**config.mk**
```make
export PLATFORM = sky130hd
export DESIGN_NAME = dxl_translator
export DESIGN_NICKNAME = d
export VERILOG_FILES = /design/src/rtl/dxl_pkg.sv /design/src/rtl/dxl_window.sv /design/src/rtl/dxl_route.sv /design/src/rtl/dxl_seq.sv /design/src/rtl/dxl_translator.sv
export SDC_FILE = /design/constraint.sdc
export NUM_CORES = 1
export LEC_CHECK = 0
export CAP_MARGIN = 20
export CORE_AREA = 4 4 240 242
export CTS_BUF_LIST = sky130_fd_sc_hd__clkbuf_2 sky130_fd_sc_hd__clkbuf_4 sky130_fd_sc_hd__clkbuf_8
export DETAILED_ROUTE_END_ITERATION = 10
export DIE_AREA = 0 0 244 246
export GPL_TIMING_DRIVEN = 0
export PLACE_DENSITY_LB_ADDON = 0.15
export SETUP_SLACK_MARGIN = 0.05
export SYNTH_ARGS = -nofsm -noshare
export SYNTH_HDL_FRONTEND = slang
export SYNTH_SLANG_ARGS = --single-unit
```
**constraint.sdc**
```tcl
create_clock -name clk -period 2.9 [get_ports clk]
set_input_delay 0.29 -clock clk [delete_from_list [all_inputs] [get_ports clk]]
set_output_delay 0.29 -clock clk [all_outputs]
set_load 0.1 [all_outputs]
```
**src/rtl/dxl_pkg.sv**
```systemverilog
package dxl_pkg;
   localparam int BASE_W     = 40;
   localparam int MASK_W     = 32;
   localparam int WIDE_BIT   = 39;
   localparam int PAGE_OFF_W = 13;

   typedef enum logic [1:0] {
      RT_FAULT  = 2'd0,
      RT_DIRECT = 2'd1,
      RT_TABLE  = 2'd2
   } route_e;

   typedef enum logic {
      S_IDLE = 1'b0,
      S_WAIT = 1'b1
   } seq_e;
endpackage

```
**src/rtl/dxl_window.sv**
```systemverilog
module dxl_window
   import dxl_pkg::*;
#(
   parameter int PA_W     = 35,
   parameter bit FORCE_SG = 1'b0
) (
   input  logic [BASE_W-1:0] base_raw,
   input  logic [MASK_W-1:0] mask_raw,
   input  logic [PA_W-1:0]   tbase_raw,
   input  logic [31:0]       addr,
   output logic              hit,
   output logic              sg,
   output logic [PA_W-1:0]   direct_pa,
   output logic [PA_W-1:0]   pte_pa
);
   localparam logic [BASE_W-1:0] BASE_FIELD = 40'h00_FFF0_0000;
   localparam logic [63:0]       TB_KEEP64  = 64'h0000_0007_FFFF_FC00;
   localparam logic [PA_W-1:0]   TB_KEEP    = TB_KEEP64[PA_W-1:0];

   logic [MASK_W-1:0] mask_k;
   logic [31:0]       ext;
   logic [PA_W-1:0]   tb_k;
   logic              en;

   assign mask_k = mask_raw & 32'hFFF0_0000;
   assign ext    = mask_k | 32'h000F_FFFF;
   assign tb_k   = tbase_raw & TB_KEEP;
   assign en     = (base_raw & 40'h1) != '0;

   generate
      if (FORCE_SG) begin : g_sg_fixed
         assign sg = 1'b1;
      end else begin : g_sg_reg
         assign sg = (base_raw & 40'h2) != '0;
      end
   endgenerate

   assign hit       = en && (BASE_W'(addr & ~ext) == (base_raw & BASE_FIELD));
   assign direct_pa = (tb_k & ~PA_W'(ext)) | PA_W'(addr & ext);
   assign pte_pa    = (tb_k & ~PA_W'(mask_k >> 10))
                    | PA_W'((addr & (mask_k | 32'h000F_E000)) >> 10);
endmodule

```
**src/rtl/dxl_route.sv**
```systemverilog
module dxl_route
   import dxl_pkg::*;
#(
   parameter int NWIN   = 4,
   parameter int ADDR_W = 44,
   parameter int PA_W   = 35
) (
   input  logic                 clk,
   input  logic                 rst_n,
   input  logic [ADDR_W-1:0]    addr,
   input  logic                 hole_en,
   input  logic                 ident_en,
   input  logic [NWIN-1:0]      win_hit,
   input  logic [NWIN-1:0]      win_sg,
   input  logic [NWIN*PA_W-1:0] win_direct,
   input  logic [NWIN*PA_W-1:0] win_pte,
   input  logic                 wide_on,
   input  logic                 wide_win_en,
   input  logic [PA_W-1:0]      wide_tbase,
   output route_e               kind,
   output logic [PA_W-1:0]      pa
);
   localparam logic [63:0]     WIDE_KEEP64 = 64'h0000_0007_FFC0_0000;
   localparam logic [PA_W-1:0] WIDE_KEEP   = WIDE_KEEP64[PA_W-1:0];

   logic short_addr, in_hole, ident_band, wide_band;

   assign short_addr = (addr >> 32) == '0;
   assign in_hole    = (addr[31:0] >= 32'h0008_0000) && (addr[31:0] <= 32'h000F_FFFF);
   assign ident_band = (addr >> 40) == ADDR_W'(1);
   assign wide_band  = (addr >> 43) == ADDR_W'(1);

   always_comb begin
      kind = RT_FAULT;
      pa   = '0;
      if (short_addr) begin
         if (!(hole_en && in_hole)) begin
            // descending scan: the lowest index that hits is written last
            for (int i = NWIN - 1; i >= 0; i--) begin
               if (win_hit[i] && !((i == NWIN - 1) && wide_on)) begin
                  kind = win_sg[i] ? RT_TABLE : RT_DIRECT;
                  pa   = win_sg[i] ? win_pte[i*PA_W +: PA_W] : win_direct[i*PA_W +: PA_W];
               end
            end
         end
      end else if (ident_en && ident_band) begin
         kind = RT_DIRECT;
         pa   = addr[PA_W-1:0];
      end else if (wide_band && wide_on && wide_win_en) begin
         kind = RT_TABLE;
         pa   = (wide_tbase & WIDE_KEEP) | PA_W'((addr[31:0] & 32'hFFFF_E000) >> 10);
      end
   end

   AST_HOLE_FAULTS: assert property (@(posedge clk) disable iff (!rst_n)
      (short_addr && hole_en && in_hole) |-> (kind == RT_FAULT));
   AST_WIDE_HIDES_LAST: assert property (@(posedge clk) disable iff (!rst_n)
      (short_addr && wide_on && !(|win_hit[NWIN-2:0])) |-> (kind == RT_FAULT));
   AST_IDENT_LOW_BITS: assert property (@(posedge clk) disable iff (!rst_n)
      (!short_addr && ident_en && ident_band) |-> (kind == RT_DIRECT && pa == addr[PA_W-1:0]));
   AST_HIGH_UNCLAIMED: assert property (@(posedge clk) disable iff (!rst_n)
      (!short_addr && !ident_band && !wide_band) |-> (kind == RT_FAULT));
endmodule

```
**src/rtl/dxl_seq.sv**
```systemverilog
module dxl_seq
   import dxl_pkg::*;
#(
   parameter int PA_W  = 35,
   parameter int PTE_W = 64
) (
   input  logic                  clk,
   input  logic                  rst_n,
   input  logic                  req_valid,
   input  route_e                kind,
   input  logic [PA_W-1:0]       pa_in,
   input  logic [PAGE_OFF_W-1:0] page_off,
   output logic                  mem_req,
   output logic [PA_W-1:0]       mem_addr,
   input  logic                  mem_rsp_valid,
   input  logic [PTE_W-1:0]      mem_rsp_data,
   output logic                  busy,
   output logic                  done,
   output logic                  fault,
   output logic [PA_W-1:0]       xlat_addr
);
   localparam logic [63:0]      FRAME64 = 64'h0000_0000_003F_FFFE;
   localparam logic [PTE_W-1:0] FRAME   = FRAME64[PTE_W-1:0];

   seq_e                  state;
   logic [PAGE_OFF_W-1:0] off_q;

   assign busy = (state == S_WAIT);

   always_ff @(posedge clk) begin
      if (!rst_n) begin
         state     <= S_IDLE;
         off_q     <= '0;
         mem_req   <= 1'b0;
         mem_addr  <= '0;
         done      <= 1'b0;
         fault     <= 1'b0;
         xlat_addr <= '0;
      end else begin
         done    <= 1'b0;
         mem_req <= 1'b0;
         case (state)
            S_IDLE: begin
               if (req_valid) begin
                  case (kind)
                     RT_DIRECT: begin
                        done      <= 1'b1;
                        fault     <= 1'b0;
                        xlat_addr <= pa_in;
                     end
                     RT_TABLE: begin
                        mem_req  <= 1'b1;
                        mem_addr <= pa_in;
                        off_q    <= page_off;
                        state    <= S_WAIT;
                     end
                     default: begin
                        done      <= 1'b1;
                        fault     <= 1'b1;
                        xlat_addr <= '0;
                     end
                  endcase
               end
            end
            S_WAIT: begin
               if (mem_rsp_valid) begin
                  done  <= 1'b1;
                  state <= S_IDLE;
                  if (mem_rsp_data[0]) begin
                     fault     <= 1'b0;
                     xlat_addr <= PA_W'(((mem_rsp_data & FRAME) << 12) | PTE_W'(off_q));
                  end else begin
                     fault     <= 1'b1;
                     xlat_addr <= '0;
                  end
               end
            end
            default: state <= S_IDLE;
         endcase
      end
   end

   AST_FAULT_NO_ADDR: assert property (@(posedge clk) disable iff (!rst_n)
      (done && fault) |-> (xlat_addr == '0));
   AST_READ_WHILE_BUSY: assert property (@(posedge clk) disable iff (!rst_n)
      mem_req |-> busy);
   AST_WAIT_NO_DONE: assert property (@(posedge clk) disable iff (!rst_n)
      (busy && !mem_rsp_valid) |=> !done);
   AST_PAGE_OFFSET: assert property (@(posedge clk) disable iff (!rst_n)
      (done && !fault && $past(busy)) |-> (xlat_addr[PAGE_OFF_W-1:0] == off_q));
endmodule

```
**src/rtl/dxl_translator.sv**
```systemverilog
module dxl_translator
   import dxl_pkg::*;
#(
   parameter int NWIN   = 4,
   parameter int ADDR_W = 44,
   parameter int PA_W   = 35,
   parameter int PTE_W  = 64
) (
   input  logic                   clk,
   input  logic                   rst_n,
   input  logic                   req_valid,
   input  logic [ADDR_W-1:0]      req_addr,
   output logic                   busy,
   input  logic [NWIN*BASE_W-1:0] win_base,
   input  logic [NWIN*MASK_W-1:0] win_mask,
   input  logic [NWIN*PA_W-1:0]   win_tbase,
   input  logic                   hole_en,
   input  logic                   ident_en,
   output logic                   mem_req,
   output logic [PA_W-1:0]        mem_addr,
   input  logic                   mem_rsp_valid,
   input  logic [PTE_W-1:0]       mem_rsp_data,
   output logic                   done,
   output logic                   fault,
   output logic [PA_W-1:0]        xlat_addr
);
   localparam int LAST = NWIN - 1;

   generate
      if (NWIN < 2)                    begin : g_bad_nwin  $error("NWIN must be at least 2");           end
      if (ADDR_W < 44 || ADDR_W > 64)  begin : g_bad_addr  $error("ADDR_W must be within 44..64");    end
      if (PA_W < 35 || PA_W > ADDR_W)  begin : g_bad_pa    $error("PA_W must be within 35..ADDR_W");  end
      if (PTE_W < 22 || PTE_W > 64)    begin : g_bad_pte   $error("PTE_W must be within 22..64");     end
   endgenerate

   logic [NWIN-1:0]      win_hit, win_sg;
   logic [NWIN*PA_W-1:0] win_direct, win_pte;
   route_e               kind;
   logic [PA_W-1:0]      route_pa;

   generate
      for (genvar g = 0; g < NWIN; g++) begin : g_win
         dxl_window #(
            .PA_W     (PA_W),
            .FORCE_SG (g == LAST)
         ) u_win (
            .base_raw  (win_base[g*BASE_W +: BASE_W]),
            .mask_raw  (win_mask[g*MASK_W +: MASK_W]),
            .tbase_raw (win_tbase[g*PA_W +: PA_W]),
            .addr      (req_addr[31:0]),
            .hit       (win_hit[g]),
            .sg        (win_sg[g]),
            .direct_pa (win_direct[g*PA_W +: PA_W]),
            .pte_pa    (win_pte[g*PA_W +: PA_W])
         );
      end
   endgenerate

   dxl_route #(.NWIN(NWIN), .ADDR_W(ADDR_W), .PA_W(PA_W)) u_route (
      .clk         (clk),
      .rst_n       (rst_n),
      .addr        (req_addr),
      .hole_en     (hole_en),
      .ident_en    (ident_en),
      .win_hit     (win_hit),
      .win_sg      (win_sg),
      .win_direct  (win_direct),
      .win_pte     (win_pte),
      .wide_on     (win_base[LAST*BASE_W + WIDE_BIT]),
      .wide_win_en (win_base[LAST*BASE_W]),
      .wide_tbase  (win_tbase[LAST*PA_W +: PA_W]),
      .kind        (kind),
      .pa          (route_pa)
   );

   dxl_seq #(.PA_W(PA_W), .PTE_W(PTE_W)) u_seq (
      .clk           (clk),
      .rst_n         (rst_n),
      .req_valid     (req_valid),
      .kind          (kind),
      .pa_in         (route_pa),
      .page_off      (req_addr[PAGE_OFF_W-1:0]),
      .mem_req       (mem_req),
      .mem_addr      (mem_addr),
      .mem_rsp_valid (mem_rsp_valid),
      .mem_rsp_data  (mem_rsp_data),
      .busy          (busy),
      .done          (done),
      .fault         (fault),
      .xlat_addr     (xlat_addr)
   );
endmodule

```
==> impl_metrics.tcl <==
set metrics [dict create \
    outcome "finished clean" \
    wl_per_cell_um 27.54 \
    max_slew_margin_pct 27.33 \
    dieArea_um2 60020 \
    synth_top_flop_cell "dfxtp_1" \
    max_freq_mhz 345.9 \
    slew_violations 0 \
    wl_um 60500 \
    grt_pass1_vias 10414 \
    fin_skew_ps 16.40 \
    dr.pass1.iters 5 \
    period_minus_slack_ps 2891 \
    fin_cells 2197 \
    grt_usage_pct 19.09 \
    gp_congestion 0.8434 \
    start_kind "primary input" \
    netlist_area_um2 8082 \
    synth-seq-area-share_pct 21.55 \
    path_max_fanout 6 \
    synth_edf_count 0 \
    layout-drive-gt1-share_pct 24.48 \
    cts.sinks 87 \
    grt_first_pass_wirelength_um 81770 \
    post-route-drc-count 0 \
    worst-setup-path-type "in2reg" \
    syn2layout_area_growth_pct 77.01 \
    power_mw 4.187 \
    drtAntennaViolNets 0 \
    avgSynthCellArea_um2 7.923 \
    dpl.cell_count 2120 \
    synthArstFlopShare_pct 0 \
    drt_iter0_markers 789 \
    cap_violations 0 \
    finalCritPeriodShare_pct 99.70 \
    vias 10394 \
    clk_pin_slew_ps 110 \
    syn_nets 1562 \
    finalHoldViolCount 0 \
    clock_power_share_pct 24.0 \
    dp_hpwl_um 50340 \
    max_stage_delay_ps 460 \
    setup_viol 0 \
    clk_latency_ps 390 \
    crit_path_cell_trace "dlygate4sd2_1 -> nor2b_2 -> xnor2_2 -> nand3_2 -> or4_4 -> buf_8 -> a221o_2 -> a21boi_4 -> buf_12 -> clkbuf_16 -> nor3_1 -> a311oi_2" \
    nets 1984 \
    required_ps 3200 \
    worst_pin_slew_ps 1087 \
    end_kind "flop" \
    power_frac_seq_pct 30.6 \
    power.density_nw_per_um2 292.7 \
    grt_max_degree 15 \
    die_y_um 246 \
    internal_power_mw 2.530 \
    layout_setup_ws_ps 8.731 \
    swShare_pct 39.56 \
    yosysUniqueCellTypes 62 \
    leakagePower_nw 5.182 \
    htree_levels 3 \
    postSynthCellCount 1020 \
    start_util_pct 14.67 \
    ioPinCount 616 \
    core_area_um2 55090 \
    cts_made_buffers 9 \
    final_core_util_pct 25.97 \
    clockBufferDepth 2 \
    worstPathArrival_ps 3190 \
    dieWidth_um 244 \
    pre_cts_ws_ps -2347 \
    clockRootBuffer "clkbuf_8" \
    ys_ff_latch 87 \
    yosys_warnings 0 \
    port_buffers 345 \
    antenna_found_initial 9 \
    vias_per_cell 4.731 \
    peakVddDrop_mv 0.2553 \
    p_sw_mw 1.656 \
    pwr-share-comb_pct 45.4 \
    rsz0062_at_grt "yes" \
    min_path_type "in2reg" \
    hold-worst-slack_ps 457.7 \
    row_count 86 \
    cp_slowest_cell "a221o_2" \
    grt-ovfl-total 0 \
    cts_tree "built" \
]
placed cells by master (no fill, tap or decap), types with 22 or more instances in the layout:
cell type	netlist	layout
a21oi_1	78	78
nor2_1	46	44
nor3_1	54	52
o21ai_1	18	26
nand2_1	63	59
dlygate4sd2_1	0	25
dfxtp_1	87	87
o21ai_0	60	32
nor2b_2	0	22
a311oi_2	23	23
a21o_1	28	28
nand3_1	34	31
clkdlybuf4s50_1	0	277
mux2i_1	79	78
nand2b_1	22	22
xnor2_2	1	23
clkbuf_1	66	33
a22oi_1	24	24
clkbuf_2	1	33
buf_4	1	63
stage by stage:
step | instance area (um^2) | TNS [ps]
final | 14310 | 0
after global routing | 14300 | 0
after CTS | 13830 | 0
after detailed placement | 12520 | -144590
after global placement | 12470 | -175200
after floorplan | 8082 | 0
flip-flops by register name, indices dropped and copies added (netlist names):
name,flops
u_seq.fault,1
u_seq.mem_addr,35
u_seq.off_q,13
u_seq.busy,1
u_seq.xlat_addr,35
u_seq.done,1
u_seq.mem_req,1
critical path: cells and delay by family:
kind | cells | cell delay (ps)
compound gates | 3 | 980
xor+xnor | 1 | 320
simple gates | 4 | 750
buf+inv | 4 | 820
routing by layer:
metal / wire length [um] / vias to the layer above / GRT usage, %
met5: 95 / - / 0
met4: 656 / 14 / 2.093
met3: 4274 / 44 / 4.517
met2: 25970 / 479 / 29.42
met1: 29500 / 5094 / 27.87
li1: - / 4763 / -
worst paths after layout:
kind | startpoint | to | slack, ps | cells past startpoint
worst min-delay path | rst_n | u_seq.xlat_addr[2] | 460 | 3
worst max register to register | u_seq.busy | u_seq.xlat_addr[8] | 560 | 7
worst min register to register | u_seq.fault | u_seq.fault | 480 | 2
worst max-delay path | win_mask[87] | u_seq.xlat_addr[8] | 9 | 12
cell families (layout without fill, tap and decap cells):
logic type / count (synthesis) / after routing / share of synthesized area (%)
AOI/OAI and AO/OA: 360 / 360 / 33.44
and+or+nand+nor: 330 / 330 / 21.60
muxes: 100 / 100 / 12.71
buffers and inverters: 95 / 521 / 5.171
DFF: 87 / 87 / 21.55
xor gates and xnor gates: 48 / 48 / 5.527
other: 0 / 3 / 0
final cells by class:
cell class                      count  area, um^2
Timing Repair Buffer              413        3939
Buffer                             89       610.6
Clock buffer                       10       137.6
Inverter                            4       15.01
Clock inverter                      5       82.58
Antenna cell                        3       7.507
Sequential cell                    87        1742
Multi-Input combinational cell    838        6835
Fill cell                        6145       40790
Tap cell                          748       935.9
power groups by stage:
stage | Sequential, mW | Clock, mW | Combinational, mW
after floorplan | 1.65 | 0 | 0.539
after global placement | 1.31 | 0 | 1.73
after detailed placement | 1.31 | 0 | 1.74
after CTS | 1.28 | 1.03 | 1.84
after global routing | 1.29 | 1.07 | 2.00
final | 1.28 | 1.00 | 1.90
cell usage after synthesis, types with 5 or more instances:
cell type,n,area [um^2]
nor4b_1,6,52.55
xnor2_1,46,402.9
o311a_1,21,210.2
nand2b_1,22,137.6
o21ai_0,60,300.3
a21boi_0,6,45.04
mux2_2,21,236.5
a311oi_1,11,96.34
a21o_1,28,210.2
nand3_1,34,170.2
nor2_1,46,172.7
buf_2,9,45.04
a211oi_1,18,135.1
dfxtp_1,87,1742
and3_1,6,37.54
clkbuf_1,66,247.7
a21oi_1,78,390.4
nor2b_1,52,325.3
o211ai_1,7,52.55
buf_6,6,67.56
nand2_1,63,236.5
nor4_1,13,81.33
o31ai_2,9,112.6
a221oi_1,9,78.83
a31o_2,6,52.55
buf_1,8,30.03
a22o_1,11,96.34
a2111oi_0,14,122.6
or4_1,5,37.54
nor3_1,54,270.3
a22oi_1,24,180.2
o21ai_1,18,90.09
nand4_1,16,100.1
a311oi_2,23,345.3
mux2i_1,79,790.8
what timing repair did:
| item | 4_1_cts | 5_1_grt |
|---|---|---|
| setup buffers | 42 | 14 |
| resized for setup | 295 | 144 |
| endpoints found under the hold margin | 0 | 0 |
| pin swaps | 45 | 46 |
| endpoints found under the setup margin | 87 | 82 |
| cloned | 0 | 5 |
| hold buffers | 0 | 0 |
Power figures use the tool's default switching activity.
